$ cat config.mk
export PLATFORM = sky130hd
export DESIGN_NAME = egClusterTop
export DESIGN_NICKNAME = d
export VERILOG_FILES = /design/src/rtl/egClusterPkg.sv /design/src/rtl/egClusterCtrl.sv /design/src/rtl/egClusterDp.sv /design/src/rtl/egClusterTop.sv
export SDC_FILE = /design/constraint.sdc
export NUM_CORES = 1
export LEC_CHECK = 0
export BUFFER_PORTS_ARGS = -buffer_cell sky130_fd_sc_hd__buf_2
export CORE_ASPECT_RATIO = 1.4
export CORE_MARGIN = 4
export CORE_UTILIZATION = 38
export DETAILED_ROUTE_END_ITERATION = 8
export GPL_TIMING_DRIVEN = 0
export SLEW_MARGIN = 40
export SYNTH_ARGS = -nofsm -noshare
export SYNTH_HDL_FRONTEND = slang
export SYNTH_SLANG_ARGS = --single-unit
$ cat constraint.sdc
create_clock -name clk -period 7.27 [get_ports clk]
set_input_delay 0.727 -clock clk [delete_from_list [all_inputs] [get_ports clk]]
set_output_delay 0.727 -clock clk [all_outputs]
set_load 0.01 [all_outputs]
$ cat src/rtl/egClusterPkg.sv
package egClusterPkg;
  localparam int NTWR   = 9;
  localparam int CENTER = 4;
  localparam int NNB    = 4;

  typedef struct packed {
    logic ld1;
    logic ld2;
    logic ld3;
  } egStrobe_t;

  // edge-sharing neighbour k of the centre: towers 1,3,5,7
  function automatic int nbIdx(input int k);
    return 2 * k + 1;
  endfunction
endpackage

$ cat src/rtl/egClusterCtrl.sv
module egClusterCtrl
  import egClusterPkg::*;
(
  input  logic      clk,
  input  logic      rstN,
  input  logic      inValid,
  output egStrobe_t stb,
  output logic      outValid
);
  logic v1, v2, v3;

  always_ff @(posedge clk) begin
    if (!rstN) begin
      v1 <= 1'b0;
      v2 <= 1'b0;
      v3 <= 1'b0;
    end else begin
      v1 <= inValid;
      v2 <= v1;
      v3 <= v2;
    end
  end

  always_comb begin
    stb.ld1 = inValid;
    stb.ld2 = v1;
    stb.ld3 = v2;
  end

  assign outValid = v3;
endmodule

$ cat src/rtl/egClusterDp.sv
module egClusterDp
  import egClusterPkg::*;
#(
  parameter int ET_W    = 8,
  parameter int SUM_W   = 12,
  parameter int SHIFT_W = 3
) (
  input  logic                  clk,
  input  logic                  rstN,
  input  egStrobe_t             stb,
  input  logic [NTWR*ET_W-1:0]  emEt,
  input  logic [NTWR*ET_W-1:0]  hadEt,
  input  logic [SHIFT_W-1:0]    cutShift,
  input  logic [SUM_W-1:0]      isoThresh,
  output logic [ET_W-1:0]       candEt,
  output logic [1:0]            candPos,
  output logic                  candValid,
  output logic                  hadPass,
  output logic                  isoPass
);
  localparam int PAIR_W = ET_W + 1;
  localparam int SH_W   = ET_W + (1 << SHIFT_W) - 1;
  localparam int RAW_W  = ET_W + 1 + 4;
  localparam logic [SUM_W-1:0] SUM_MAX = {SUM_W{1'b1}};

  // ---------------- stage 1: per-tower work ----------------
  logic [ET_W-1:0]   em   [NTWR];
  logic [ET_W-1:0]   had  [NTWR];
  logic [PAIR_W-1:0] comb [NTWR];
  logic [NTWR-1:0]   cutOk;
  logic [NTWR-1:0]   lmBit;
  logic [PAIR_W-1:0] pair [NNB];

  for (genvar i = 0; i < NTWR; i++) begin : g_twr
    logic [SH_W-1:0] hadShifted;
    assign em[i]      = emEt[i*ET_W +: ET_W];
    assign had[i]     = hadEt[i*ET_W +: ET_W];
    assign comb[i]    = {1'b0, em[i]} + {1'b0, had[i]};
    assign hadShifted = SH_W'(had[i]) << cutShift;
    assign cutOk[i]   = hadShifted <= SH_W'(em[i]);
    if (i == CENTER) begin : g_self
      assign lmBit[i] = 1'b1;
    end else if (i < CENTER) begin : g_lo
      assign lmBit[i] = em[CENTER] > em[i];
    end else begin : g_hi
      assign lmBit[i] = em[CENTER] >= em[i];
    end
  end

  for (genvar k = 0; k < NNB; k++) begin : g_pair
    assign pair[k] = {1'b0, em[CENTER]} + {1'b0, em[nbIdx(k)]};
  end

  logic [PAIR_W-1:0] s1Comb [NTWR];
  logic [PAIR_W-1:0] s1Pair [NNB];
  logic              s1Cut, s1Lm;
  logic [SUM_W-1:0]  s1Thresh;

  always_ff @(posedge clk) begin
    if (!rstN) begin
      for (int i = 0; i < NTWR; i++) s1Comb[i] <= '0;
      for (int k = 0; k < NNB; k++)  s1Pair[k] <= '0;
      s1Cut    <= 1'b0;
      s1Lm     <= 1'b0;
      s1Thresh <= '0;
    end else if (stb.ld1) begin
      for (int i = 0; i < NTWR; i++) s1Comb[i] <= comb[i];
      for (int k = 0; k < NNB; k++)  s1Pair[k] <= pair[k];
      s1Cut    <= &cutOk;
      s1Lm     <= &lmBit;
      s1Thresh <= isoThresh;
    end
  end

  // ---------------- stage 2: window sum, best pair ----------------
  logic [RAW_W-1:0]  rawSum;
  logic [SUM_W-1:0]  satSum;
  logic [PAIR_W-1:0] best;
  logic [1:0]        bestK;
  logic [ET_W-1:0]   bestSat;

  always_comb begin
    rawSum = '0;
    for (int i = 0; i < NTWR; i++) rawSum = rawSum + RAW_W'(s1Comb[i]);
    satSum = (rawSum > RAW_W'(SUM_MAX)) ? SUM_MAX : rawSum[SUM_W-1:0];
  end

  always_comb begin
    best  = s1Pair[0];
    bestK = 2'd0;
    for (int k = 1; k < NNB; k++) begin
      if (s1Pair[k] > best) begin
        best  = s1Pair[k];
        bestK = 2'(k);
      end
    end
    bestSat = best[ET_W] ? {ET_W{1'b1}} : best[ET_W-1:0];
  end

  logic [SUM_W-1:0] s2Sum, s2Thresh;
  logic [ET_W-1:0]  s2Cand;
  logic [1:0]       s2Pos;
  logic             s2Lm, s2Cut;

  always_ff @(posedge clk) begin
    if (!rstN) begin
      s2Sum    <= '0;
      s2Thresh <= '0;
      s2Cand   <= '0;
      s2Pos    <= '0;
      s2Lm     <= 1'b0;
      s2Cut    <= 1'b0;
    end else if (stb.ld2) begin
      s2Sum    <= satSum;
      s2Thresh <= s1Thresh;
      s2Cand   <= bestSat;
      s2Pos    <= bestK;
      s2Lm     <= s1Lm;
      s2Cut    <= s1Cut;
    end
  end

  // ---------------- stage 3: isolation, outputs ----------------
  logic [SUM_W-1:0] isoDiff;
  assign isoDiff = s2Sum - SUM_W'(s2Cand);

  always_ff @(posedge clk) begin
    if (!rstN) begin
      candEt    <= '0;
      candPos   <= '0;
      candValid <= 1'b0;
      hadPass   <= 1'b0;
      isoPass   <= 1'b0;
    end else if (stb.ld3) begin
      candEt    <= s2Cand;
      candPos   <= s2Pos;
      candValid <= s2Lm;
      hadPass   <= s2Cut;
      isoPass   <= isoDiff < s2Thresh;
    end
  end
endmodule

$ cat src/rtl/egClusterTop.sv
module egClusterTop
  import egClusterPkg::*;
#(
  parameter int ET_W    = 8,
  parameter int SUM_W   = 12,
  parameter int SHIFT_W = 3
) (
  input  logic                  clk,
  input  logic                  rstN,
  input  logic                  inValid,
  input  logic [9*ET_W-1:0]     emEt,
  input  logic [9*ET_W-1:0]     hadEt,
  input  logic [SHIFT_W-1:0]    cutShift,
  input  logic [SUM_W-1:0]      isoThresh,
  output logic                  outValid,
  output logic [ET_W-1:0]       candEt,
  output logic [1:0]            candPos,
  output logic                  candValid,
  output logic                  hadPass,
  output logic                  isoPass
);
  egStrobe_t stb;

  egClusterCtrl u_ctrl (
    .clk      (clk),
    .rstN     (rstN),
    .inValid  (inValid),
    .stb      (stb),
    .outValid (outValid)
  );

  egClusterDp #(
    .ET_W    (ET_W),
    .SUM_W   (SUM_W),
    .SHIFT_W (SHIFT_W)
  ) u_dp (
    .clk       (clk),
    .rstN      (rstN),
    .stb       (stb),
    .emEt      (emEt),
    .hadEt     (hadEt),
    .cutShift  (cutShift),
    .isoThresh (isoThresh),
    .candEt    (candEt),
    .candPos   (candPos),
    .candValid (candValid),
    .hadPass   (hadPass),
    .isoPass   (isoPass)
  );
endmodule

==> results of run 1 <==
[power by group]
group	switching (uW)	internal, uW
registers	60.7	1220
clock network	485	459
logic	1970	1440
total	2520	3120
[cell type report]
type	instances	area [um^2]
sequential	183	4830
fill	4966	27900
clock buffer	17	425
buffer	67	320
antenna	4	10.0
inverter	235	890
timing repair buffer	173	888
multi-input combinational	1624	13000
clock inverter	15	156
tap	637	797
[stage by stage]
step / instances / setup slack (ns)
after floorplan: 2109 / 1.91
after global placement: 2918 / 1.00
after detailed placement: 2919 / 1.13
after CTS: 2951 / 1.11
after global routing: 2952 / 0.721
final: 2955 / 1.12
[tightest hold or removal path, cell delays in order, from the launching register on]
cell	delay, ns
sky130_fd_sc_hd__dfxtp_1	0.33
sky130_fd_sc_hd__nand3b_1	0.08
sky130_fd_sc_hd__o21ai_0	0.07
[registers in the layout (all words and copies together), names as in the netlist, 2 cells and up]
register and flops:
u_dp.candEt 8, u_dp.s2Thresh 12, u_dp.s2Pos 2, u_dp.s2Sum 12, u_dp.s1Comb 81, u_dp.s2Cand 8, u_dp.s1Thresh 12, u_dp.candPos 2
u_dp.s1Pair 36
[path summary, 6_finish.rpt]
check / from / endpoint / slack [ns] / cells past startpoint
hold reg to reg: u_dp.isoPass / u_dp.isoPass / 0.51 / 2
setup reg to reg: u_dp.s1Comb[0][10] / u_dp.s2Sum[9] / 1.12 / 22
hold / removal: u_dp.isoPass / u_dp.isoPass / 0.51 / 2
setup / recovery: u_dp.s1Comb[0][10] / u_dp.s2Sum[9] / 1.12 / 22
[placed cells by master (no fill, tap or decap), drive strengths merged, types with 50 or more instances in the layout]
cell type / Yosys / final
o21ai: 97 / 97
nand2: 99 / 99
a21o: 50 / 50
fa: 68 / 68
nor2: 214 / 214
buf: 22 / 195
nor2b: 84 / 84
clkbuf: 45 / 62
ha: 309 / 309
inv: 235 / 242
a21oi: 154 / 154
edfxtp: 117 / 117
mux2i: 94 / 94
dfxtp: 66 / 66
[routing by layer]
| layer | wire, um | up-vias | GRT usage |
|---|---|---|---|
| met5 | 72 | - | 0 |
| met4 | 5390 | 10 | 0.158 |
| met3 | 4130 | 186 | 0.0370 |
| met2 | 37500 | 655 | 0.496 |
| met1 | 28700 | 7995 | 0.315 |
| li1 | - | 7869 | - |
[kinds of logic after synthesis]
group	synth area share
DFF	0.254
and+or+nand+nor	0.151
AOI/OAI and AO/OA	0.151
buffers and inverters	0.0628
xor gates and xnor gates	0.0359
muxes	0.0704
adders and majority gates	0.275
==> results_dict.tcl, run 1 <==
set metrics [dict create \
    outcome "finished, final reports clean" \
    synthDistinctLibCells 70 \
    period_needed_ns 6.15 \
    avgViaCountPerCell 5.66 \
    clock_path_buffers 2 \
    cp_data_required_time_ns 7.59 \
    post-route-period-util 0.845 \
    largest_clock_skew_in_the_final_design_ns 0.0190 \
    rsz0062_at_grt "false" \
    critical_path_class "reg -> reg" \
    final_design_area_no_fill_mm2 0.0213 \
    max_cap_violations 0 \
    synthTopCellsByCount "sky130_fd_sc_hd__ha_1, sky130_fd_sc_hd__inv_1, sky130_fd_sc_hd__nor2_1" \
    leakage_uw 0.00974 \
    synthToLayoutAreaGrowth_pct 12.1 \
    pin_count 176 \
    cts_resized 0 \
    synth_area_mm2 0.0190 \
    pin_count_of_the_biggest_net_entering_global_routing 73 \
    worst_setup_hold_path_clk_slew_ns 0.08 \
    clock.fmax_mhz 163 \
    worst_ir_drop_vdd_v 0.000187 \
    grt-ovfl-total 0 \
    starting_density 0.386 \
    synth.area.top_cells "sky130_fd_sc_hd__ha_1, sky130_fd_sc_hd__edfxtp_1, sky130_fd_sc_hd__fa_1" \
    fin_total_pwr_uw 5640 \
    drc_errors 0 \
    finalWirelength_um 75800 \
    tritoncts "done" \
    synth_sequential_area_ratio 0.254 \
    fin_nets 2840 \
    detailedRoute.firstIterationViolations 1173 \
    timing.critical_path.slowest_cell_delay_ns 0.54 \
    postCtsSetupBuffers 0 \
    finalSetupViolations 0 \
    crit_slowest_cell "sky130_fd_sc_hd__fa_1" \
    track_usage 0.277 \
    hold_path_class "reg -> reg" \
    setup_tns_ns 0 \
    slew_viol_final 0 \
    cts_hold_buf 0 \
    die-height_um 273 \
    detailedPlacementHpwl_um 62900 \
    final_core_util 0.433 \
    timing.critical_path.to_type "flip-flop" \
    finalWeightedCongestion 1.03 \
    grt_pass1_wl_um 109000 \
    drt_first_pass_iters 5 \
    synth_top_area_frac 0.203 \
    synth_largest_area_cell "sky130_fd_sc_hd__ha_1" \
    async_set_reset_flop_share_out_of_synthesis 0 \
    worstPathMaxFanout 7 \
    floorplan.die_area_mm2 0.0537 \
    synth.yosys.warnings 0 \
    cpMostUsedCell "sky130_fd_sc_hd__fa_1" \
    antenna_found_initial 10 \
    ant_nets 0 \
    worstPathBufferInverterCount 3 \
    row_count 96 \
    post_route_cells_drive_above_1_share 0.111 \
    synth-main-ff-cell "sky130_fd_sc_hd__edfxtp_1" \
    power_per_cell_area_mw_per_mm2 265 \
    avg_synthesized_cell_area_um2 9.01 \
    critical_path.cell_chain "ha_1 > a21o_1 > a21oi_1 > o21bai_1 > a21oi_1 > o21ai_0 > xor2_1 > fa_1 > inv_1 > fa_1 > fa_1 > fa_1 > inv_1 > ha_1 > nand3_1 > o211ai_1 > o41a_1 > a21o_1 > nand2_1 > and2_1 > clkbuf_1 > a21oi_1" \
    fp.dieW_um 197 \
    hold_ws_ns 0.506 \
    synthesis.nets 2648 \
    route.detailed.wl_per_inst_um 25.6 \
    htree_num_levels 4 \
    cts_made_buffers 17 \
    synthMostInstantiatedCell "sky130_fd_sc_hd__ha_1" \
    crit_path_start_kind "flip-flop" \
    detailed_place.area_mm2 0.0207 \
    critical-path-top-delay-family "adder cells" \
    core-area_mm2 0.0492 \
    yosys_register_bits 183 \
    cts-root-buf "sky130_fd_sc_hd__clkbuf_16" \
    postSynthCellCount 2109 \
    grt_pass1_vias 17100 \
    route.vias.total 16700 \
    placement.io_buffers 172 \
    critical_path_data_arrival_time_ns 6.47 \
    clock_insertion_delay_worst_skew_ns 0.46 \
    tritoncts_num_sinks 183 \
    tightest_slew_ns 0.915 \
    final_hold_viol_count 0 \
    synth_edf_count 117 \
    relSlewSlack 0.374 \
]
No activity file was read; power rests on OpenSTA's default activity.
==> inputs of run 2 (changes only) <==
==> constraint.sdc (replaced) <==
create_clock -name clk -period 5.4 [get_ports clk]
set_input_delay 0.54 -clock clk [delete_from_list [all_inputs] [get_ports clk]]
set_output_delay 0.54 -clock clk [all_outputs]
set_load 0.01 [all_outputs]
==> run 2 against run 1 <==
The flow now finishes with violations (setup timing). Flip-flop and latch count unchanged. Clock skew decreased by 0.0035 ns. Final cell count increased by 0.54%. Sequential power increased by 35%. Global-route usage increased by 0.18 points. Non-clock buffer count increased by 13. Fmax increased by 13%.
==> results_dict.tcl, run 2 (synthesized netlist as in run 1, its figures left out) <==
set metrics [dict create \
    avgViaCountPerCell 5.67 \
    max_cap_violations 0 \
    tritoncts "done" \
    leakage_uw 0.00983 \
    worstPathMaxFanout 3 \
    timing.critical_path.to_type "flip-flop" \
    rsz0062_at_grt "true" \
    pin_count 176 \
    synthToLayoutAreaGrowth_pct 14.5 \
    tightest_slew_ns 0.935 \
    track_usage 0.279 \
    largest_register_ff_count 81 \
    cts_made_buffers 17 \
    worst-r2r-setup-slack_ns -0.02 \
    grt_pass1_vias 17300 \
    crit_path_start_kind "flip-flop" \
    cp_data_required_time_ns 5.75 \
    hold_ws_ns 0.344 \
    hold_path_class "in -> reg" \
    cts_hold_buf 0 \
    slew_viol_final 0 \
    grt-ovfl-total 0 \
    drt_first_pass_iters 6 \
    row_count 96 \
    final_critical_path_setup_slack_ns -0.0151 \
    htree_num_levels 4 \
    critical_path_data_arrival_time_ns 5.76 \
    grt_pass1_wl_um 110000 \
    post_route_cells_drive_above_1_share 0.142 \
    route.detailed.wl_per_inst_um 25.7 \
    power_per_cell_area_mw_per_mm2 394 \
    antenna_found_initial 11 \
    post-place-ws_ns -0.741 \
    finalWeightedCongestion 1.03 \
    cts-root-buf "sky130_fd_sc_hd__clkbuf_16" \
    finalWirelength_um 76400 \
    fp.dieW_um 197 \
    pin_count_of_the_biggest_net_entering_global_routing 73 \
    top_regs "u_dp.s1Comb x81, u_dp.s1Pair x36" \
    final_common_cell "sky130_fd_sc_hd__ha_1" \
    finalSetupViolations 4 \
    worst_setup_hold_path_clk_slew_ns 0.08 \
    most-common-layout-cells "sky130_fd_sc_hd__ha_1, sky130_fd_sc_hd__inv_1, sky130_fd_sc_hd__nor2_1" \
    starting_density 0.386 \
    route.vias.total 16800 \
    clock_insertion_delay_worst_skew_ns 0.46 \
    floorplan.die_area_mm2 0.0537 \
    largest_clock_skew_in_the_final_design_ns 0.0155 \
    relSlewSlack 0.360 \
    placement.io_buffers 172 \
    clock_path_buffers 2 \
    fin_nets 2853 \
    critical_path_class "reg -> reg" \
    worst_ir_drop_vdd_v 0.000452 \
    outcome "complete, but fails checks" \
    detailedPlacementHpwl_um 62900 \
    clock.fmax_mhz 185 \
    violations "setup timing" \
    drc_errors 0 \
    post-route-period-util 1.00 \
    period_needed_ns 5.42 \
    die-height_um 273 \
    final_hold_viol_count 0 \
    tritoncts_num_sinks 183 \
    core-area_mm2 0.0492 \
    detailedRoute.firstIterationViolations 1130 \
    largest-register "u_dp.s1Comb" \
    ant_nets 0 \
]
==> run 2: changes by cell type in the layout (fill, tap and decap cells not counted), sizes merged <==
cell    delta
buf       +15
clkbuf     -2
diode      +3
==> run 2: where the power goes <==
group	internal (uW)	switching (uW)	leakage, uW
registers	1650	88.4	0.00180
logic	2530	3040	0.00776
clock network	617	654	0.000273
==> run 2: through the flow <==
step	power [uW]	setup TNS [ns]	cells	util	instance area [um^2]
2_1_floorplan	5110	0	2109	-	19000
6_report	8570	-0.0396	2971	0.442	21800
3_5_place_dp	6370	-10.98	2919	0.421	20700
3_3_place_gp	6320	-11.24	2918	0.420	20700
5_1_grt	9280	-2.03	2965	0.442	21800
4_1_cts	8350	-0.215	2956	0.438	21600
==> run 2: final cells by class <==
type                            count  area, um^2
Clock buffer                       17         425
Inverter                          235         890
Multi-Input combinational cell   1624       13300
Tap cell                          637         797
Clock inverter                     15         156
Antenna cell                        7        17.5
Sequential cell                   183        4830
Timing Repair Buffer              188        1000
Buffer                             65         343
Fill cell                        4916       27500
==> run 2: final timing paths <==
kind,startpoint,endpoint,cells after the start
setup / recovery,u_dp.s1Comb[0][10],u_dp.s2Sum[3],19
hold reg to reg,u_dp.isoPass,u_dp.isoPass,2
setup reg to reg,u_dp.s1Comb[0][10],u_dp.s2Sum[3],19
hold / removal,isoThresh[4],u_dp.s1Thresh[4],3
==> run 2: critical path, stage by stage (launching register included) <==
cell and delay, ns:
sky130_fd_sc_hd__edfxtp_1 0.48, sky130_fd_sc_hd__ha_1 0.32, sky130_fd_sc_hd__a21o_1 0.17, sky130_fd_sc_hd__a21oi_2 0.18
sky130_fd_sc_hd__buf_4 0.13, sky130_fd_sc_hd__xnor2_1 0.09, sky130_fd_sc_hd__fa_1 0.56, sky130_fd_sc_hd__inv_1 0.07
sky130_fd_sc_hd__fa_1 0.53, sky130_fd_sc_hd__fa_1 0.47, sky130_fd_sc_hd__fa_1 0.55, sky130_fd_sc_hd__inv_1 0.07
sky130_fd_sc_hd__fa_2 0.43, sky130_fd_sc_hd__a21oi_4 0.15, sky130_fd_sc_hd__o211ai_1 0.15, sky130_fd_sc_hd__o41a_1 0.36
sky130_fd_sc_hd__a21o_1 0.18, sky130_fd_sc_hd__nand2_2 0.09, sky130_fd_sc_hd__nand2_2 0.08, sky130_fd_sc_hd__o221a_1 0.24
==> run 2: routing by layer <==
layer | wire [um] | vias to the layer above | track usage
li1 | - | 7908 | -
met1 | 28700 | 8094 | 0.316
met2 | 37800 | 643 | 0.499
met3 | 4330 | 179 | 0.0370
met4 | 5480 | 10 | 0.163
met5 | 70 | - | 0
==> run 2: repair_timing <==
item / in CTS / in global routing
pin swaps: 48 / 32
setup endpoints to repair: 21 / 21
buffers inserted: 6 / 9
resized for setup: 52 / 29
==> inputs of run 3 (changes only) <==
--- a/config.mk
+++ b/config.mk
@@ -7,8 +7,7 @@
 export LEC_CHECK = 0
 export BUFFER_PORTS_ARGS = -buffer_cell sky130_fd_sc_hd__buf_2
 export CORE_ASPECT_RATIO = 1.4
-export CORE_MARGIN = 4
-export CORE_UTILIZATION = 38
+export CORE_UTILIZATION = 40
 export DETAILED_ROUTE_END_ITERATION = 8
 export GPL_TIMING_DRIVEN = 0
 export SLEW_MARGIN = 40
==> run 3 against run 2 <==
The flow still finishes with violations (setup timing). Combinational power shrank 1%. Register-to-register slack lost 0.02 ns. Clock-buffer cell count grew 1. Setup slack lost 0.023 ns. Flip-flop and latch count is the same. Clock skew grew 0.012 ns. Die area shrank 9.9%. Utilization grew 2.0 points. Critical path depth grew 5. Sequential share of layout area grew 0.11 points. Sequential power is essentially flat. Largest power group unchanged.
==> results_dict.tcl, run 3 (synthesized netlist as in run 1, its figures left out) <==
set metrics [dict create \
    detailedRoute.firstIterationViolations 1213 \
    route.vias.total 16800 \
    whs_endpoint "u_dp.s1Thresh[8]" \
    r2r_end "u_dp.s2Sum[3]" \
    critical_path_class "reg -> reg" \
    drc_errors 0 \
    fp.dieW_um 186 \
    relSlewSlack 0.459 \
    pin_count_of_the_biggest_net_entering_global_routing 83 \
    worst-r2r-setup-slack_ns -0.04 \
    min_delay_path_depth 3 \
    largest_clock_skew_in_the_final_design_ns 0.0274 \
    final_common_cell "sky130_fd_sc_hd__ha_1" \
    clock_path_buffers 2 \
    power_per_cell_area_mw_per_mm2 394 \
    cts_made_buffers 17 \
    layout.filler_cells 4658 \
    grt_pass1_wl_um 105000 \
    final_critical_path_setup_slack_ns -0.0382 \
    cts-root-buf "sky130_fd_sc_hd__clkbuf_16" \
    row_count 94 \
    clock.fmax_mhz 184 \
    slew_viol_final 0 \
    leakage_uw 0.00982 \
    timing.rr.start "u_dp.s1Comb[0][0]" \
    rsz0062_at_grt "true" \
    top_regs "u_dp.s1Comb x81, u_dp.s1Pair x36" \
    tritoncts_num_sinks 183 \
    finalWirelength_um 72400 \
    crit_slowest_cell "sky130_fd_sc_hd__fa_2" \
    reg2reg_depth 24 \
    critical_path.cell_chain "ha_4 > inv_2 > fa_2 > inv_2 > a21oi_2 > o21bai_1 > a21o_1 > a21oi_2 > buf_4 > xnor2_4 > fa_2 > inv_2 > fa_2 > fa_1 > fa_1 > inv_2 > ha_4 > nand3_2 > o211ai_1 > o41a_1 > a21o_1 > nand2_2 > nand2_4 > o221a_1" \
    grt_pass1_vias 17300 \
    post-place-ws_ns -0.708 \
    largest_register_ff_count 81 \
    synthToLayoutAreaGrowth_pct 14.0 \
    finalSetupViolations 11 \
    fin_nets 2848 \
    clock_insertion_delay_worst_skew_ns 0.47 \
    use_met1 0.336 \
    final_hold_viol_count 0 \
    cp_data_required_time_ns 5.75 \
    critical-path-top-delay-family "adder cells" \
    worstHoldStart "isoThresh[8]" \
    period_needed_ns 5.44 \
    outcome "complete, but fails checks" \
    largest-register "u_dp.s1Comb" \
    max_cap_violations 0 \
    timing.critical_path.slowest_cell_delay_ns 0.54 \
    htree_num_levels 4 \
    cpMostUsedCell "sky130_fd_sc_hd__inv_2" \
    most-common-layout-cells "sky130_fd_sc_hd__ha_1, sky130_fd_sc_hd__inv_1, sky130_fd_sc_hd__nor2_1" \
    violations "setup timing" \
    fin_total_pwr_uw 8530 \
    gr-usage-met2 0.526 \
    grt-ovfl-total 0 \
    groute.layer.met3.usage 0.0436 \
    route.detailed.wl_per_inst_um 24.6 \
    crit_path_start_kind "flip-flop" \
    detailed_place.area_mm2 0.0207 \
    worst_setup_hold_path_clk_slew_ns 0.07 \
    worst_ir_drop_vdd_v 0.000407 \
    setup_tns_ns -0.318 \
    drt_first_pass_iters 6 \
    timing.critical_path.to_type "flip-flop" \
    detailedPlacementHpwl_um 59500 \
    floorplan.die_area_mm2 0.0484 \
    track_usage 0.304 \
    post_route_cells_drive_above_1_share 0.136 \
    final_design_area_no_fill_mm2 0.0217 \
    die-height_um 260 \
    tightest_slew_ns 0.809 \
    tritoncts "done" \
    globalRoute.busiestLayer "met2" \
    worstPathMaxFanout 3 \
    placement.io_buffers 172 \
    pin_count 176 \
    stages_on_worst_setup_path 24 \
    finalWeightedCongestion 1.01 \
    critical_path_data_arrival_time_ns 5.79 \
    avgViaCountPerCell 5.70 \
    cts_hold_buf 0 \
    starting_density 0.405 \
    worstPathBufferInverterCount 5 \
    post-route-period-util 1.01 \
    hold_path_class "in -> reg" \
    antenna_found_initial 1 \
    core-area_mm2 0.0469 \
    ant_nets 0 \
]
[run 3: area by class of cell]
class,count,area [um^2],area share
repair buffers,183,963,0.0445
clock buffers,18,429,0.0198
inverters,235,890,0.0411
diodes,1,2.50,0.000116
flip-flops and latches,183,4830,0.223
multi-input cells,1624,13300,0.613
well taps,624,781,0.0360
clock inverters,14,151,0.00699
plain buffers,65,329,0.0152
[run 3: power breakdown]
group | switching (uW) | internal, uW
clock network | 637 | 659
logic | 3000 | 2500
registers | 89.1 | 1650
[run 3: layer usage]
| metal | vias to the layer above | share of wire |
|---|---|---|
| met1 | 8012 | 0.38 |
| met4 | 0 | 0.084 |
| li1 | 7868 | - |
| met2 | 683 | 0.48 |
| met5 | - | 0 |
| met3 | 234 | 0.056 |
[run 3: worst register-to-register path, delay by kind of cell (launching register included)]
family,cells,cell delay [ns]
flip-flops,1,0.39
AND/OR/NAND/NOR,3,0.24
adder cells (fa/ha/maj),7,2.82
AO/OA/AOI/OAI,8,1.37
XOR/XNOR,1,0.14
buffers and inverters,5,0.36
[run 3: what timing repair did]
| action | in CTS | in global routing |
|---|---|---|
| pin swaps | 30 | 27 |
| resized for setup | 60 | 13 |
| setup buffers | 5 | 5 |
| setup endpoints to repair | 21 | 21 |
[run 3: metrics by stage]
stage          utilization  hold slack, ns  std cells
2_1_floorplan            -           0.442       2109
3_3_place_gp         0.440           0.485       2905
3_5_place_dp         0.441           0.508       2906
4_1_cts              0.460           0.317       2942
5_1_grt              0.462           0.343       2946
6_report             0.462           0.349       2947
[run 3: how the worst max path moves through the flow]
stage | start | to | slack [ns]
after floorplan | u_dp.s1Comb[0][1] | u_dp.s2Sum[1] | 0.04
after CTS | u_dp.s1Comb[0][9] | u_dp.s2Sum[0] | -0.12
after global routing | u_dp.s1Comb[0][0] | u_dp.s2Sum[10] | -0.19
after global placement | u_dp.s1Comb[0][9] | u_dp.s2Sum[9] | -0.64
final | u_dp.s1Comb[0][0] | u_dp.s2Sum[3] | -0.04
after detailed placement | u_dp.s1Comb[0][0] | u_dp.s2Sum[9] | -0.71
